$ cat config.mk
export PLATFORM = sky130hd
export DESIGN_NAME = idx_reg_front
export DESIGN_NICKNAME = d
export VERILOG_FILES = /design/src/rtl/idxr_pkg.sv /design/src/rtl/idxr_event.sv /design/src/rtl/idxr_dac_chan.sv /design/src/rtl/idxr_decode.sv /design/src/rtl/idx_reg_front.sv
export SDC_FILE = /design/constraint.sdc
export NUM_CORES = 1
export LEC_CHECK = 0
export BUFFER_PORTS_ARGS = -buffer_cell sky130_fd_sc_hd__buf_4
export CAP_MARGIN = 20
export CORE_MARGIN = 2
export CORE_UTILIZATION = 41
export DETAILED_ROUTE_END_ITERATION = 10
export GPL_TIMING_DRIVEN = 0
export PLACE_DENSITY = 0.65
export SKIP_LAST_GASP = 1
export SYNTH_ARGS = -nofsm -noshare
export SYNTH_HDL_FRONTEND = slang
export SYNTH_HIERARCHICAL = 1
export SYNTH_SLANG_ARGS = --single-unit
$ cat constraint.sdc
create_clock -name clk -period 5.8 [get_ports clk]
set_input_delay 0.87 -clock clk [delete_from_list [all_inputs] [get_ports clk]]
set_output_delay 0.87 -clock clk [all_outputs]
set_load 0.05 [all_outputs]
$ cat src/rtl/idxr_pkg.sv
package idxr_pkg;
    localparam int IDX_W = 8;

    localparam logic [1:0] OFS_INDEX = 2'd0;
    localparam logic [1:0] OFS_WIN   = 2'd1;
    localparam logic [1:0] OFS_DLO   = 2'd2;
    localparam logic [1:0] OFS_DHI   = 2'd3;

    localparam logic [IDX_W-1:0] IX_STATUS = 8'h00;
    localparam logic [IDX_W-1:0] IX_MUX    = 8'h01;
    localparam logic [IDX_W-1:0] IX_DACA   = 8'h02;
    localparam logic [IDX_W-1:0] IX_TCLR   = 8'h08;
    localparam logic [IDX_W-1:0] IX_LED    = 8'h80;
    localparam logic [IDX_W-1:0] IX_ID     = 8'h81;

    typedef enum logic {EV_IDLE, EV_HELD} ev_state_t;

    // indexes handed to the timer and digital I/O sub-blocks
    function automatic logic in_fwd(input logic [IDX_W-1:0] ix);
        return ((ix >= 8'h04) && (ix <= 8'h07)) || ((ix >= 8'h09) && (ix <= 8'h0B));
    endfunction
endpackage

$ cat src/rtl/idxr_event.sv
module idxr_event
    import idxr_pkg::*;
(
    input  logic clk,
    input  logic rst_n,
    input  logic set_evt,
    input  logic clr_evt,
    output logic pend
);
    ev_state_t st_q, st_d;

    always_ff @(posedge clk or negedge rst_n) begin
        if (!rst_n) st_q <= EV_IDLE;
        else        st_q <= st_d;
    end

    // a new event in the same cycle as a clear keeps the state held
    always_comb begin
        st_d = st_q;
        unique case (st_q)
            EV_IDLE: if (set_evt) st_d = EV_HELD;
            EV_HELD: if (clr_evt && !set_evt) st_d = EV_IDLE;
        endcase
    end

    always_comb begin
        pend = (st_q == EV_HELD);
    end
endmodule

$ cat src/rtl/idxr_dac_chan.sv
module idxr_dac_chan #(
    parameter int HI_W = 8,
    parameter int LO_W = 4
) (
    input  logic                 clk,
    input  logic                 rst_n,
    input  logic                 wr_lo,
    input  logic                 wr_hi,
    input  logic [LO_W-1:0]      lo_in,
    input  logic [HI_W-1:0]      hi_in,
    output logic [HI_W+LO_W-1:0] val,
    output logic                 load
);
    logic [LO_W-1:0] stage_q;

    always_ff @(posedge clk or negedge rst_n) begin
        if (!rst_n) begin
            stage_q <= '0;
            val     <= '0;
            load    <= 1'b0;
        end else begin
            load <= wr_hi;
            if (wr_lo) stage_q <= lo_in;
            if (wr_hi) val <= {hi_in, stage_q};
        end
    end
endmodule

$ cat src/rtl/idxr_decode.sv
module idxr_decode
    import idxr_pkg::*;
(
    input  logic [1:0]       addr,
    input  logic             wr,
    input  logic             rd,
    input  logic [IDX_W-1:0] idx,
    output logic             idx_we,
    output logic             mux_we,
    output logic             led_we,
    output logic             adc_go,
    output logic             tmr_clr,
    output logic             fwd_wr,
    output logic             fwd_rd,
    output logic             dlo_wr,
    output logic             dhi_wr,
    output logic             dhi_rd
);
    logic win_wr, win_rd;

    always_comb begin
        win_wr  = wr && (addr == OFS_WIN);
        win_rd  = rd && (addr == OFS_WIN);
        idx_we  = wr && (addr == OFS_INDEX);
        mux_we  = win_wr && (idx == IX_MUX);
        led_we  = win_wr && (idx == IX_LED);
        adc_go  = win_wr && (idx == IX_STATUS);
        tmr_clr = win_wr && (idx == IX_TCLR);
        fwd_wr  = win_wr && in_fwd(idx);
        fwd_rd  = win_rd && in_fwd(idx);
        dlo_wr  = wr && (addr == OFS_DLO);
        dhi_wr  = wr && (addr == OFS_DHI);
        dhi_rd  = rd && (addr == OFS_DHI);
    end
endmodule

$ cat src/rtl/idx_reg_front.sv
module idx_reg_front
    import idxr_pkg::*;
#(
    parameter int              DW      = 8,
    parameter int              CW      = 12,
    parameter int              MUX_W   = 4,
    parameter int              PIDX_W  = 4,
    parameter logic [DW-1:0]   ID_BYTE = 8'h2D
) (
    input  logic              clk,
    input  logic              rst_n,
    input  logic [1:0]        bus_addr,
    input  logic              bus_wr,
    input  logic              bus_rd,
    input  logic [DW-1:0]     bus_wdata,
    output logic [DW-1:0]     bus_rdata,
    output logic              adc_start,
    input  logic              adc_done,
    input  logic [CW-1:0]     adc_data,
    output logic [MUX_W-1:0]  mux_sel,
    output logic [CW-1:0]     dac_a_val,
    output logic              dac_a_load,
    output logic [CW-1:0]     dac_b_val,
    output logic              dac_b_load,
    input  logic              tmr1_out,
    output logic              periph_wr,
    output logic              periph_rd,
    output logic [PIDX_W-1:0] periph_idx,
    output logic [DW-1:0]     periph_wdata,
    input  logic [DW-1:0]     periph_rdata,
    output logic              user_led,
    output logic              irq
);
    localparam int LO_W   = CW - DW;
    localparam int N_DAC  = 2;

    logic [IDX_W-1:0] idx_q;
    logic [MUX_W-1:0] mux_q;
    logic             led_q;
    logic             tmr_prev_q;
    logic             tmr_rise;
    logic             adc_full, tmr_pend;

    logic idx_we, mux_we, led_we, tmr_clr, dlo_wr, dhi_wr, dhi_rd;

    logic [CW-1:0] dac_val  [N_DAC];
    logic          dac_load [N_DAC];

    idxr_decode u_dec (
        .addr    (bus_addr),
        .wr      (bus_wr),
        .rd      (bus_rd),
        .idx     (idx_q),
        .idx_we  (idx_we),
        .mux_we  (mux_we),
        .led_we  (led_we),
        .adc_go  (adc_start),
        .tmr_clr (tmr_clr),
        .fwd_wr  (periph_wr),
        .fwd_rd  (periph_rd),
        .dlo_wr  (dlo_wr),
        .dhi_wr  (dhi_wr),
        .dhi_rd  (dhi_rd)
    );

    always_ff @(posedge clk or negedge rst_n) begin
        if (!rst_n) begin
            idx_q      <= '0;
            mux_q      <= '0;
            led_q      <= 1'b0;
            tmr_prev_q <= 1'b0;
        end else begin
            tmr_prev_q <= tmr1_out;
            if (idx_we) idx_q <= bus_wdata;
            if (mux_we) mux_q <= bus_wdata[MUX_W-1:0];
            if (led_we) led_q <= bus_wdata[0];
        end
    end

    assign tmr_rise = tmr1_out && !tmr_prev_q;

    idxr_event u_adc_ev (
        .clk     (clk),
        .rst_n   (rst_n),
        .set_evt (adc_done),
        .clr_evt (dhi_rd),
        .pend    (adc_full)
    );

    idxr_event u_tmr_ev (
        .clk     (clk),
        .rst_n   (rst_n),
        .set_evt (tmr_rise),
        .clr_evt (tmr_clr),
        .pend    (tmr_pend)
    );

    for (genvar g = 0; g < N_DAC; g++) begin : g_dac
        localparam logic [IDX_W-1:0] SEL = IX_DACA + IDX_W'(g);
        idxr_dac_chan #(.HI_W(DW), .LO_W(LO_W)) u_chan (
            .clk   (clk),
            .rst_n (rst_n),
            .wr_lo (dlo_wr && (idx_q == SEL)),
            .wr_hi (dhi_wr && (idx_q == SEL)),
            .lo_in (bus_wdata[DW-1 -: LO_W]),
            .hi_in (bus_wdata),
            .val   (dac_val[g]),
            .load  (dac_load[g])
        );
    end

    always_comb begin
        bus_rdata = '0;
        unique case (bus_addr)
            OFS_INDEX: bus_rdata = '0;
            OFS_WIN: begin
                if (idx_q == IX_STATUS)   bus_rdata = {{(DW-2){1'b0}}, !tmr_pend, !adc_full};
                else if (idx_q == IX_MUX) bus_rdata = {{(DW-MUX_W){1'b0}}, mux_q};
                else if (idx_q == IX_LED) bus_rdata = {{(DW-1){1'b0}}, led_q};
                else if (idx_q == IX_ID)  bus_rdata = ID_BYTE;
                else if (in_fwd(idx_q))   bus_rdata = periph_rdata;
                else                      bus_rdata = '0;
            end
            OFS_DLO: bus_rdata = {{(DW-LO_W){1'b0}}, adc_data[LO_W-1:0]};
            OFS_DHI: bus_rdata = adc_data[CW-1:LO_W];
        endcase
    end

    assign periph_idx   = idx_q[PIDX_W-1:0];
    assign periph_wdata = bus_wdata;
    assign mux_sel      = mux_q;
    assign user_led     = led_q;
    assign dac_a_val    = dac_val[0];
    assign dac_a_load   = dac_load[0];
    assign dac_b_val    = dac_val[1];
    assign dac_b_load   = dac_load[1];
    assign irq          = adc_full || tmr_pend;
endmodule

Yosys cells after proc, flatten, opt, wreduce, memory -nomap -nowiden
Cells that the tools add are included.
{"block": "totals", "regBits": 50, "inputBits": 36, "output_inout_bits": 55, "elab_cells": 69}
{"block": "classes", "magnitude_cmp": 4, "eq_ne": 9, "n_mux": 12, "bitwise": 2, "reduce_logical": 30}
{"cell": "two-way mux 8 bit", "count": 5}
{"cell": "one-hot mux 8 bit (4 select lines)", "count": 1}
{"cell": "logical AND 1 bit", "count": 21}
{"cell": "equality test 8 x 2 -> 1 bit, second input constant", "count": 2}
{"cell": "equality test 8 bit, second input constant", "count": 2}
{"cell": "equality test 8 x 1 -> 1 bit, second input constant", "count": 1}
{"cell": "equality test 8 x 4 -> 1 bit, second input constant", "count": 1}
{"cell": ">= comparator 8 x 3 -> 1 bit, second input constant", "count": 1}
{"cell": ">= comparator 8 x 4 -> 1 bit, second input constant", "count": 1}
{"cell": "less-or-equal comparator 8 x 3 -> 1 bit, second input constant", "count": 1}
{"cell": "less-or-equal comparator 8 x 4 -> 1 bit, second input constant", "count": 1}
{"cell": "logical NOT 8 bit", "count": 1}
{"cell": "logical NOT 1 bit", "count": 5}
{"cell": "equality test 2 bit, second input constant", "count": 2}
{"cell": "two-way mux 1 bit", "count": 4}
{"cell": "one-hot mux 1 bit (2 select lines)", "count": 2}
{"cell": "equality test 2 x 1 -> 1 bit, second input constant", "count": 1}
{"cell": "logical NOT 2 bit", "count": 1}
{"cell": "logical OR 1 bit", "count": 2}
{"cell": "inverter 1 bit", "count": 2}

Logic depth before layout (Yosys ltp)
Gate-level depths: netlist of run 1.
{"block": "depth", "word_depth": 9, "ltp_mapped": 6, "depth_no_buf": 5}

Hierarchy
Netlist of run 1, hierarchy kept.
{"mod": "idxr_dac_chan", "instances": 2, "cells_each": 34, "area_per_inst_um2": 654.4, "seq_area_each_um2": 425.4}
{"mod": "idx_reg_front", "instances": 1, "cells_each": 102, "area_per_inst_um2": 994.7, "seq_area_each_um2": 350.3}
{"mod": "idxr_decode", "instances": 1, "cells_each": 23, "area_per_inst_um2": 160.2, "seq_area_each_um2": 0.0}
{"mod": "idxr_event", "instances": 2, "cells_each": 3, "area_per_inst_um2": 36.3, "seq_area_each_um2": 25.0}

Worst setup path before layout of run 1
Ideal clock, no wire load.
{"block": "synth_path", "path_type": "register to output", "startpoint": "register idx_q[4]", "endpoint": "output port periph_rd", "arrival_time_ps": 2544, "required_ps": 4930, "setup_slack_ps": 2386, "stages_incl_launch_ff": 4, "path_buffers": 0, "cell_sequence": "dfrtp_1 > or3_4 > or2_1 > nor4_1"}
{"block": "synth_between", "elab_chain_cells": 4, "word_cells_on_any_way": 8, "classes_between": "4 x order compare; 4 x reduce/logical"}
{"item": "start: declaration", "line": "idx_reg_front.sv:37", "rtl": "logic [IDX_W-1:0] idx_q;"}
{"item": "start signal: assignment", "line": "idx_reg_front.sv:74", "rtl": "if (idx_we) idx_q <= bus_wdata;"}
{"item": ">= comparator 8 x 3 -> 1 bit, or another cell as far along", "line": "idxr_pkg.sv:20", "rtl": "return ((ix >= 8'h04) && (ix <= 8'h07)) || ((ix >= 8'h09) && (ix <= 8'h0B));"}
{"item": "logical AND 1 bit", "line": "idxr_pkg.sv:20"}
{"item": "logical OR 1 bit *", "line": "idxr_pkg.sv:20"}
{"item": "logical AND 1 bit *", "line": "idxr_decode.sv:30", "rtl": "fwd_rd = win_rd && in_fwd(idx);"}
{"item": "end: declaration", "line": "idx_reg_front.sv:27", "rtl": "output logic periph_rd,"}
Every way passes the cells marked *; elsewhere a longest branch is shown, timed or not.

Final worst setup path of run 1
{"block": "layout_path", "startpoint": "input port bus_addr[0]", "endpoint": "output port bus_rdata[2]"}
{"block": "layout_between", "elab_chain_cells": 2, "word_cells_on_any_way": 5, "classes_between": "3 x eq/ne; 1 x mux; 1 x reduce/logical"}
{"item": "start: declaration", "line": "idx_reg_front.sv:12", "rtl": "input logic [1:0] bus_addr,"}
{"item": "equality test 2 bit, or another cell as far along", "line": "idx_reg_front.sv:114", "rtl": "unique case (bus_addr)"}
{"item": "one-hot mux 8 bit (4 select lines) *", "line": "idx_reg_front.sv:114"}
{"item": "end: declaration", "line": "idx_reg_front.sv:16", "rtl": "output logic [DW-1:0] bus_rdata,"}
Marked as above.

==> results.txt, run 1 <==
In this run the remaining antenna-violating nets after routing total 0. The hold slack came out at 505 ps. The buffering stage count on the worst path with inverters included is 3. In this design, the largest share of critical-path delay is due to buffers and inverters.

Leaving out fill and tap cells, the most frequent cell in the layout is sky130_fd_sc_hd__buf_4. The number of vias per cell is 5.06. The number of instances in the synthesized netlist came out at just under 200. Counting every sink on the clock net gives 50. The number of antenna violations at the first check in global routing is 0. At the worst endpoint, the arrival time is approximately 2200 ps. Counting flops with a built-in enable in the synthesized netlist gives 0. After detailed routing, the average wire length per cell comes to ~15 um.

In this run the worst hold path is classified as reg2reg. The top fanout value on the critical path is 9. The area fraction of the dominant cell type after synthesis is 0.493.

Power spread over the standard cell area amounts to roughly 260 mW/mm^2. For this run, the slowest stage of the critical path takes around 370 ps. Across every metal layer, demand over resource in global routing totals 0.174. The number of nets in the synthesized netlist is 235. The pin slew with the least headroom to its limit came out at roughly 700 ps. The worst setup skew after layout came out at about 13 ps. The number of filler instances in the final layout is approximately 530. Setup repair after global routing left no endpoint under its margin. For this run, design rule violations remaining after detail routing come to 0. The number of buffers added on ports is 90. The number of max-slew violations in the final report came to 0. STA classifies the critical path startpoint as an input port. The final cycle utilization of the critical path is 0.533. The global route total overflow came out at 0. Static timing analysis puts the maximum clock frequency at approximately 320 MHz. STA classifies the critical path endpoint as an output pin. In this run, the number of DRC markers left after iteration 0 of detailed routing was 65. The cell area that synthesis handed to floorplanning was about 0.0025 sq mm. The count of cells resized by post-cts repair came out at 0. The growth of design area from synthesis to finish is 33.9%. Max-cap violations in this run came to 0.

The final route contains between 1.5k and 2k vias. The critical path is of the in2out type. The share of flip-flops with an asynchronous set or reset is 1.00. The clock passes through at most 2 buffers. In this run the post-CTS setup repair buffer count came out at 0. The post-synthesis cell type count came out at 43. The tree is rooted in a sky130_fd_sc_hd__clkbuf_8. The count of hold buffers inserted by post-cts repair came out at 0. The global-route wire length before repair came out at slightly below 9000 um. The share of the Yosys chip area taken by registers is 0.493. The placeable core region is a little under 0.006 sq mm.

By area the synthesized netlist is led by sky130_fd_sc_hd__dfrtp_1 49%, sky130_fd_sc_hd__mux2_2 12%, sky130_fd_sc_hd__mux2_4 12%. The largest net degree at the start of global routing is 51. The maximum VDD drop came out at 0.163 mV. The total clock buffers created by CTS came out at 5.

The final hold violation count came to 0. The final weighted congestion in routability-driven placement came out at 0.765. The mean cell area of the mapped netlist is ~13 sq um. In the layout the commonest cells are 102 x sky130_fd_sc_hd__buf_4, 50 x sky130_fd_sc_hd__dfrtp_1, 28 x sky130_fd_sc_hd__mux2_2, 20 x sky130_fd_sc_hd__mux2_4, 12 x sky130_fd_sc_hd__nand2_1. The clock slew seen by the registers of the worst setup and hold paths is approximately 90 ps. At the worst endpoint, the required time is about 5000 ps. The largest area contributor in the synthesized netlist is sky130_fd_sc_hd__dfrtp_1. Counting stages on the worst path, the most repeated cell is sky130_fd_sc_hd__buf_4.

The number of failing setup endpoints in the final timing report is 0. In the synthesized netlist the dominant register cell turns out to be sky130_fd_sc_hd__dfrtp_1. The final period demand of the worst path is between 3000 and 4000 ps.

The I/O pin total came out at 91. The deepest level of the CTS H-tree came out at 2. TritonCTS built the clock tree.

The worst slew margin relative to its limit is 0.540. The detailed-router iteration count before antenna repair came out at 5. For this design, the slowest cell found on the critical path is sky130_fd_sc_hd__clkbuf_1.

The static power due to leakage is between 1.5 and 2 nW. The aggregate routed wire length came out at around 5700 um. The die outline area came out at 0.00683 sq mm. In this run the vertical extent of the chip is 82.7 um. The post-DP HPWL is roughly 4200 um. The critical path goes through buf_4, clkbuf_1, nand3b_2, a211o_1, o21ai_1, buf_4. The clock latency on the worst-skew pair came out at 300 ps. The sum of negative setup slack came out at 0 ps. The via count of the first global-routing pass is between 1.5k and 2k.

The layout cell share with drive strength beyond 1 is 0.582. The starting density of the core came out at 0.426. In this run the core area contains 28 standard-cell rows. The net total in the final layout came out at 332. The run finished with clean final reports.

The number of synthesized register bits is 50. The chip width is ~83 um. The number of diodes added for antenna fixing came out at 0. The Yosys warning count is 6.
## sequential cells by signal, summed over array words and instances, names as in the netlist
name,cells
user_led,1
g_dac.u_chan/val,24
g_dac.u_chan/load,2
tmr_prev_q,1
u_tmr_ev/pend,1
g_dac.u_chan/stage_q,8
idx_q,8
u_adc_ev/pend,1
mux_sel,4
## worst register-to-register path: stages (launching register included)
cell and delay (ps):
sky130_fd_sc_hd__dfrtp_1 410, sky130_fd_sc_hd__nor3_2 400, sky130_fd_sc_hd__nand3_1 160, sky130_fd_sc_hd__nor3_1 470, sky130_fd_sc_hd__buf_6 260, sky130_fd_sc_hd__mux2_4 330
## where the power goes
group          total [mW]  internal [mW]  switching, mW
logic               0.261          0.107          0.154
clock network       0.202         0.0849          0.118
registers           0.403          0.374         0.0298
total               0.867          0.566          0.301
## per-stage QoR
step | utilization | cells | instance area [sq um] | worst slack, ps | power, mW
after floorplan | - | 199 | 2540 | 2390 | 0.582
after global placement | 0.555 | 364 | 3310 | 2680 | 0.669
after detailed placement | 0.555 | 364 | 3310 | 2690 | 0.673
after CTS | 0.570 | 372 | 3400 | 2680 | 0.877
after global routing | 0.570 | 372 | 3400 | 2580 | 0.913
final | 0.570 | 372 | 3400 | 2710 | 0.867
## cell families (layout without fill, tap and decap cells)
logic type | Yosys count | count (layout) | share of synthesized area
flops | 50 | 50 | 0.493
simple gates | 52 | 52 | 0.129
mux | 48 | 48 | 0.243
compound gates | 26 | 26 | 0.0765
buf+inv | 23 | 121 | 0.0587
## worst paths after layout
check | cells past startpoint | end | slack (ps) | from
setup reg to reg | 5 | g_dac[0].u_chan/val[5]$_DFFE_PN0P_ | 3670 | idx_q[5]$_DFFE_PN0P_
max in group asynchronous | 1 | g_dac[0].u_chan/stage_q[3]$_DFFE_PN0P_ | 4800 | rst_n
min in group asynchronous | 1 | idx_q[0]$_DFFE_PN0P_ | 580 | rst_n
setup / recovery | 6 | bus_rdata[2] | 2710 | bus_addr[0]
hold / removal | 1 | g_dac[0].u_chan/val[1]$_DFFE_PN0P_ | 500 | g_dac[0].u_chan/stage_q[1]$_DFFE_PN0P_
hold reg to reg | 1 | g_dac[0].u_chan/val[1]$_DFFE_PN0P_ | 500 | g_dac[0].u_chan/stage_q[1]$_DFFE_PN0P_
## synthesized netlist by cell type (2+ instances only)
cell,n
sky130_fd_sc_hd__mux2_4,20
sky130_fd_sc_hd__buf_2,2
sky130_fd_sc_hd__or2_2,2
sky130_fd_sc_hd__nand2_1,12
sky130_fd_sc_hd__inv_1,4
sky130_fd_sc_hd__a211oi_1,2
sky130_fd_sc_hd__nor2_1,8
sky130_fd_sc_hd__dfrtp_1,50
sky130_fd_sc_hd__buf_6,2
sky130_fd_sc_hd__nand3b_2,2
sky130_fd_sc_hd__nor3_1,4
sky130_fd_sc_hd__a21oi_1,2
sky130_fd_sc_hd__a22o_1,4
sky130_fd_sc_hd__or3_4,2
sky130_fd_sc_hd__a21o_1,2
sky130_fd_sc_hd__clkbuf_1,2
sky130_fd_sc_hd__nand2b_1,2
sky130_fd_sc_hd__nor2b_1,4
sky130_fd_sc_hd__and3_1,2
sky130_fd_sc_hd__a2bb2oi_1,2
sky130_fd_sc_hd__a32o_1,3
sky130_fd_sc_hd__mux2_2,28
sky130_fd_sc_hd__nor3b_1,3
sky130_fd_sc_hd__o21ai_1,4
sky130_fd_sc_hd__or2_1,2
sky130_fd_sc_hd__buf_4,12
## layout make-up
class / count / area, sq um / area share
Sequential cell: 50 / 1250 / 0.368
Multi-Input combinational cell: 126 / 1140 / 0.335
Timing Repair Buffer: 90 / 676 / 0.199
Buffer: 19 / 134 / 0.0394
Tap cell: 75 / 93.8 / 0.0276
Clock buffer: 5 / 68.8 / 0.0203
Clock inverter: 3 / 21.3 / 0.00626
Inverter: 4 / 15.0 / 0.00442
## per-layer routing
metal | GRT usage | part of all wire | up-vias
met4 | 0.0443 | 0.010 | 0
met2 | 0.294 | 0.48 | 67
li1 | - | - | 896
met5 | 0 | 0 | -
met1 | 0.223 | 0.44 | 912
met3 | 0.0446 | 0.077 | 7
(Power assumes the default switching activity.)
==> run 2, diff against run 1 <==
--- a/config.mk
+++ b/config.mk
@@ -5,13 +5,14 @@
 export SDC_FILE = /design/constraint.sdc
 export NUM_CORES = 1
 export LEC_CHECK = 0
+export ABC_AREA = 1
 export BUFFER_PORTS_ARGS = -buffer_cell sky130_fd_sc_hd__buf_4
 export CAP_MARGIN = 20
 export CORE_MARGIN = 2
 export CORE_UTILIZATION = 41
 export DETAILED_ROUTE_END_ITERATION = 10
 export GPL_TIMING_DRIVEN = 0
-export PLACE_DENSITY = 0.65
+export PLACE_DENSITY = 0.68
 export SKIP_LAST_GASP = 1
 export SYNTH_ARGS = -nofsm -noshare
 export SYNTH_HDL_FRONTEND = slang
==> constraint.sdc (replaced) <==
create_clock -name clk -period 2.55 [get_ports clk]
set_input_delay 0.3825 -clock clk [delete_from_list [all_inputs] [get_ports clk]]
set_output_delay 0.3825 -clock clk [all_outputs]
set_load 0.05 [all_outputs]
==> run 2 against run 1 <==
Critical path depth up 2. Wire length rose by 9.9%. Global-route usage grew 1.5 points. Total power increased by 130%. Synthesized cell count up 62%.
==> results.txt, run 2 <==
The clock latency on the worst-skew pair came out at 300 ps (about the same). The register with the most flip-flops in the final layout is g_dac.u_chan/val. The largest net degree at the start of global routing is 51 (unchanged).

The number of instances in the synthesized netlist is 322 (+62%). The via count of the first global-routing pass came out at 2116 (+15%). The number of setup buffers added after CTS came to 0 (unchanged). The maximum VDD drop came to 0.349 mV (+110%). By instance count, the leading cell after synthesis is sky130_fd_sc_hd__nand2_1. The placeable core region was 0.00596 sq mm (unchanged). The kind of cell with the highest combined delay along the critical path is simple AND/OR/NAND/NOR gates. The post-detailed-route wirelength per cell came to 12.7 um (-17%). The detailed-router iteration count before antenna repair is 4 (-1). The number of failing setup endpoints in the final timing report is 0 (unchanged). The number of enable-type register cells in the synthesized netlist is 0 (unchanged). The slowest stage of the critical path belongs to the cell sky130_fd_sc_hd__dfrtp_1.

The worst slew margin relative to its limit is 0.557 (+0.0166). The worst reg-to-reg path cell count was 4 (-1). The post-DP HPWL came out at 4720 um (+12%). The growth of design area from synthesis to finish is 33.9% (about the same). The number of synthesized register bits is 50 (unchanged). The pin slew with the least headroom to its limit came out at 660 ps (-24.7 ps). The count of hold buffers inserted by post-cts repair came out at 0 (unchanged).

The sum of negative setup slack is 0 ps (unchanged). The aggregate routed wire length came to 6290 um (+9.9%). The global-route wire length before repair is 9870 um (+11%). The total placed cells including tap cells is 487 (+34%).

The flip-flop count of the largest register, all copies and words added came out at 24 (unchanged). The top fanout value on the critical path was 6 (-3). The cell depth of the worst setup path is 8 (+2). TritonCTS built the clock tree. The Yosys warning count is 6 (unchanged).

In the layout the commonest cells are 131 x sky130_fd_sc_hd__nand2_1, 105 x sky130_fd_sc_hd__buf_4, 50 x sky130_fd_sc_hd__dfrtp_1, 32 x sky130_fd_sc_hd__inv_1, 24 x sky130_fd_sc_hd__nand3_1. The largest registers in the layout are g_dac.u_chan/val: 24 flops, g_dac.u_chan/stage_q: 8 flops, idx_q: 8 flops. The worst setup path is launched from a register.

The share of flip-flops with an asynchronous set or reset came to 1.00 (unchanged). The worst setup skew after layout came out at 9.39 ps (-3.53 ps). The total clock buffers created by CTS came out at 5 (unchanged).

The post-synthesis cell type count came out at 21 (-51%). The detailed router's first-iteration violation count came to 128 (+97%). The global route total overflow came out at 0 (unchanged). The I/O pin total is 91 (unchanged). By area the synthesized netlist is led by sky130_fd_sc_hd__dfrtp_1 49%, sky130_fd_sc_hd__nand2_1 19%, sky130_fd_sc_hd__nand3_1 4.7%.

The critical path arrival is 1750 ps (-470 ps). The largest stage delay on the critical path was 490 ps (+120 ps). The final hold violation count is 0 (unchanged). The netlist area before placement is 0.00254 sq mm (about the same). The vertical die dimension came out at 82.7 um (about the same). The tree is rooted in a sky130_fd_sc_hd__clkbuf_8. The min-delay analysis places its worst path in the category in2async. The sequential element share of the synthesized area is 0.493 (about the same). The critical path in this run is classified as reg2out. By count the netlist is led by 131 x sky130_fd_sc_hd__nand2_1, 50 x sky130_fd_sc_hd__dfrtp_1, 32 x sky130_fd_sc_hd__inv_1, 24 x sky130_fd_sc_hd__nand3_1, 20 x sky130_fd_sc_hd__nor2_1.

The total global-route track usage came to 0.189 (+0.0154). The worst endpoint required time is 2170 ps (-2760 ps). The deepest level of the CTS H-tree is 2 (unchanged). The number of remaining DRC errors came out at 0 (unchanged).

The starting density of the core came out at 0.426 (about the same). The number of antenna violations at the first check in global routing was 0 (unchanged). The number of vias per cell was 4.69 (-7.2%). The peak clock frequency supported by timing is ~470 MHz.

The number of nets in the synthesized netlist came to 358 (+52%). The final cell count without fillers was 495 (+33%). The total number of placement rows is 28 (unchanged).

The total vias in the final route came out at 2323 (+23%). The clock slew seen by the registers of the worst setup and hold paths was 90 ps (about the same). The antenna violation net count after detailed routing came out at 0 (unchanged).

The number of max-cap violations is 0 (unchanged). The number of diodes added for antenna fixing came out at 0 (unchanged). The net total in the final layout came out at 455 (+37%). The count of cells resized by post-cts repair is 0 (unchanged). The buffering stage count on the worst path with inverters included is 1 (-2).

The die outline area is 0.00683 sq mm (about the same). The flow ran to the end, and the final reports show no timing, DRC or antenna violations. The number of max-slew violations in the final report is 0 (unchanged). The final cycle utilization of the critical path came out at 0.838. The clock sink count came out at 50 (unchanged).

The mean cell area of the mapped netlist came out at 7.88 sq um (-38%). sky130_fd_sc_hd__dfrtp_1 takes more of the synthesized area than any other cell. The most instantiated flip-flop cell in the synthesis netlist is sky130_fd_sc_hd__dfrtp_1. Setup repair after global routing left no endpoint under its margin. The endpoint type of the worst setup path is an output pin.

The number of buffers added on ports came out at 90 (unchanged). The chip width came out at 82.7 um (about the same). The worst path in the final design needs a cycle of approximately 2100 ps, including I/O delays and setup. Traced cell by cell, the critical path runs through nor2_4, nand3_2, nor2_2, nand2_1, nand3_1, nand2_1, nand3_1, buf_4. The layout cell share with drive strength beyond 1 is 0.336 (-0.247).

Leaving out fill and tap cells, the most frequent cell in the layout is sky130_fd_sc_hd__nand2_1. The number of buffers on the longest clock path came out at 2 (unchanged). The areal power density over the cells came to 591 mW/mm^2 (+130%). The area fraction of the dominant cell type after synthesis came out at 0.493 (about the same). The final weighted congestion in routability-driven placement is 0.855 (+12%). The static power due to leakage is 1.89 nW (+13%).
==> run 2: report_power, final <==
group          switching (mW)  internal (mW)  leakage [nW]  total (mW)
clock                   0.254          0.219        0.0482       0.473
sequential             0.0643          0.863         0.657       0.927
combinational           0.405          0.204          1.19       0.609
total                   0.724           1.29          1.89        2.01
==> run 2: final timing paths <==
path	start	end	slack (ps)
min reg2reg	tmr_prev_q$_DFF_PN0_	u_tmr_ev/pend$_DFF_PN0_	480
max reg2reg	idx_q[2]$_DFFE_PN0P_	mux_sel[3]$_DFFE_PN0P_	690
min	rst_n	g_dac[0].u_chan/val[1]$_DFFE_PN0P_	100
max	idx_q[2]$_DFFE_PN0P_	bus_rdata[2]	410
min in group clk	tmr1_out	tmr_prev_q$_DFF_PN0_	200
max in group asynchronous	rst_n	g_dac[0].u_chan/val[8]$_DFFE_PN0P_	2030
==> run 2: layout make-up <==
cell class	count	area, sq um
fill	583	2560
sequential	50	1250
multi-input combinational	218	1010
timing repair buffer	90	676
buffer	19	144
inverter	35	131
tap	75	93.8
clock buffer	7	86.3
clock inverter	1	5.00
==> run 2: per-stage QoR <==
| stage | util | power [mW] | area, sq um | setup WS [ps] | hold WS (ps) |
|---|---|---|---|---|---|
| after floorplan | - | 1.34 | 2540 | 519 | 86.9 |
| final | 0.571 | 2.01 | 3400 | 413 | 100 |
| after detailed placement | 0.555 | 1.56 | 3310 | 637 | 451 |
| after global placement | 0.555 | 1.54 | 3310 | 683 | 443 |
| after CTS | 0.571 | 2.03 | 3400 | 393 | 122 |
| after global routing | 0.571 | 2.12 | 3400 | 248 | 145 |
==> run 2: kinds of logic (layout without fill, tap and decap cells) <==
kind of cell | Yosys count | in the layout | synth area share
buf+inv | 54 | 152 | 0.108
flops | 50 | 50 | 0.493
compound gates | 13 | 13 | 0.0256
simple gates | 197 | 197 | 0.337
mux | 8 | 8 | 0.0355
==> run 2: worst register-to-register path: cells and delay by family, from the launching register on <==
kind / cells / cell delay [ps]
AND/OR/NAND/NOR: 3 / 860
flip-flops: 1 / 490
multiplexers: 1 / 420
==> run 2: layer usage <==
layer  vias up  GRT usage  share of wire
met4         0     0.0607          0.013
met2        50      0.322           0.49
met5         -          0              0
li1       1178          -              -
met3         6     0.0315          0.052
met1      1089      0.246           0.44
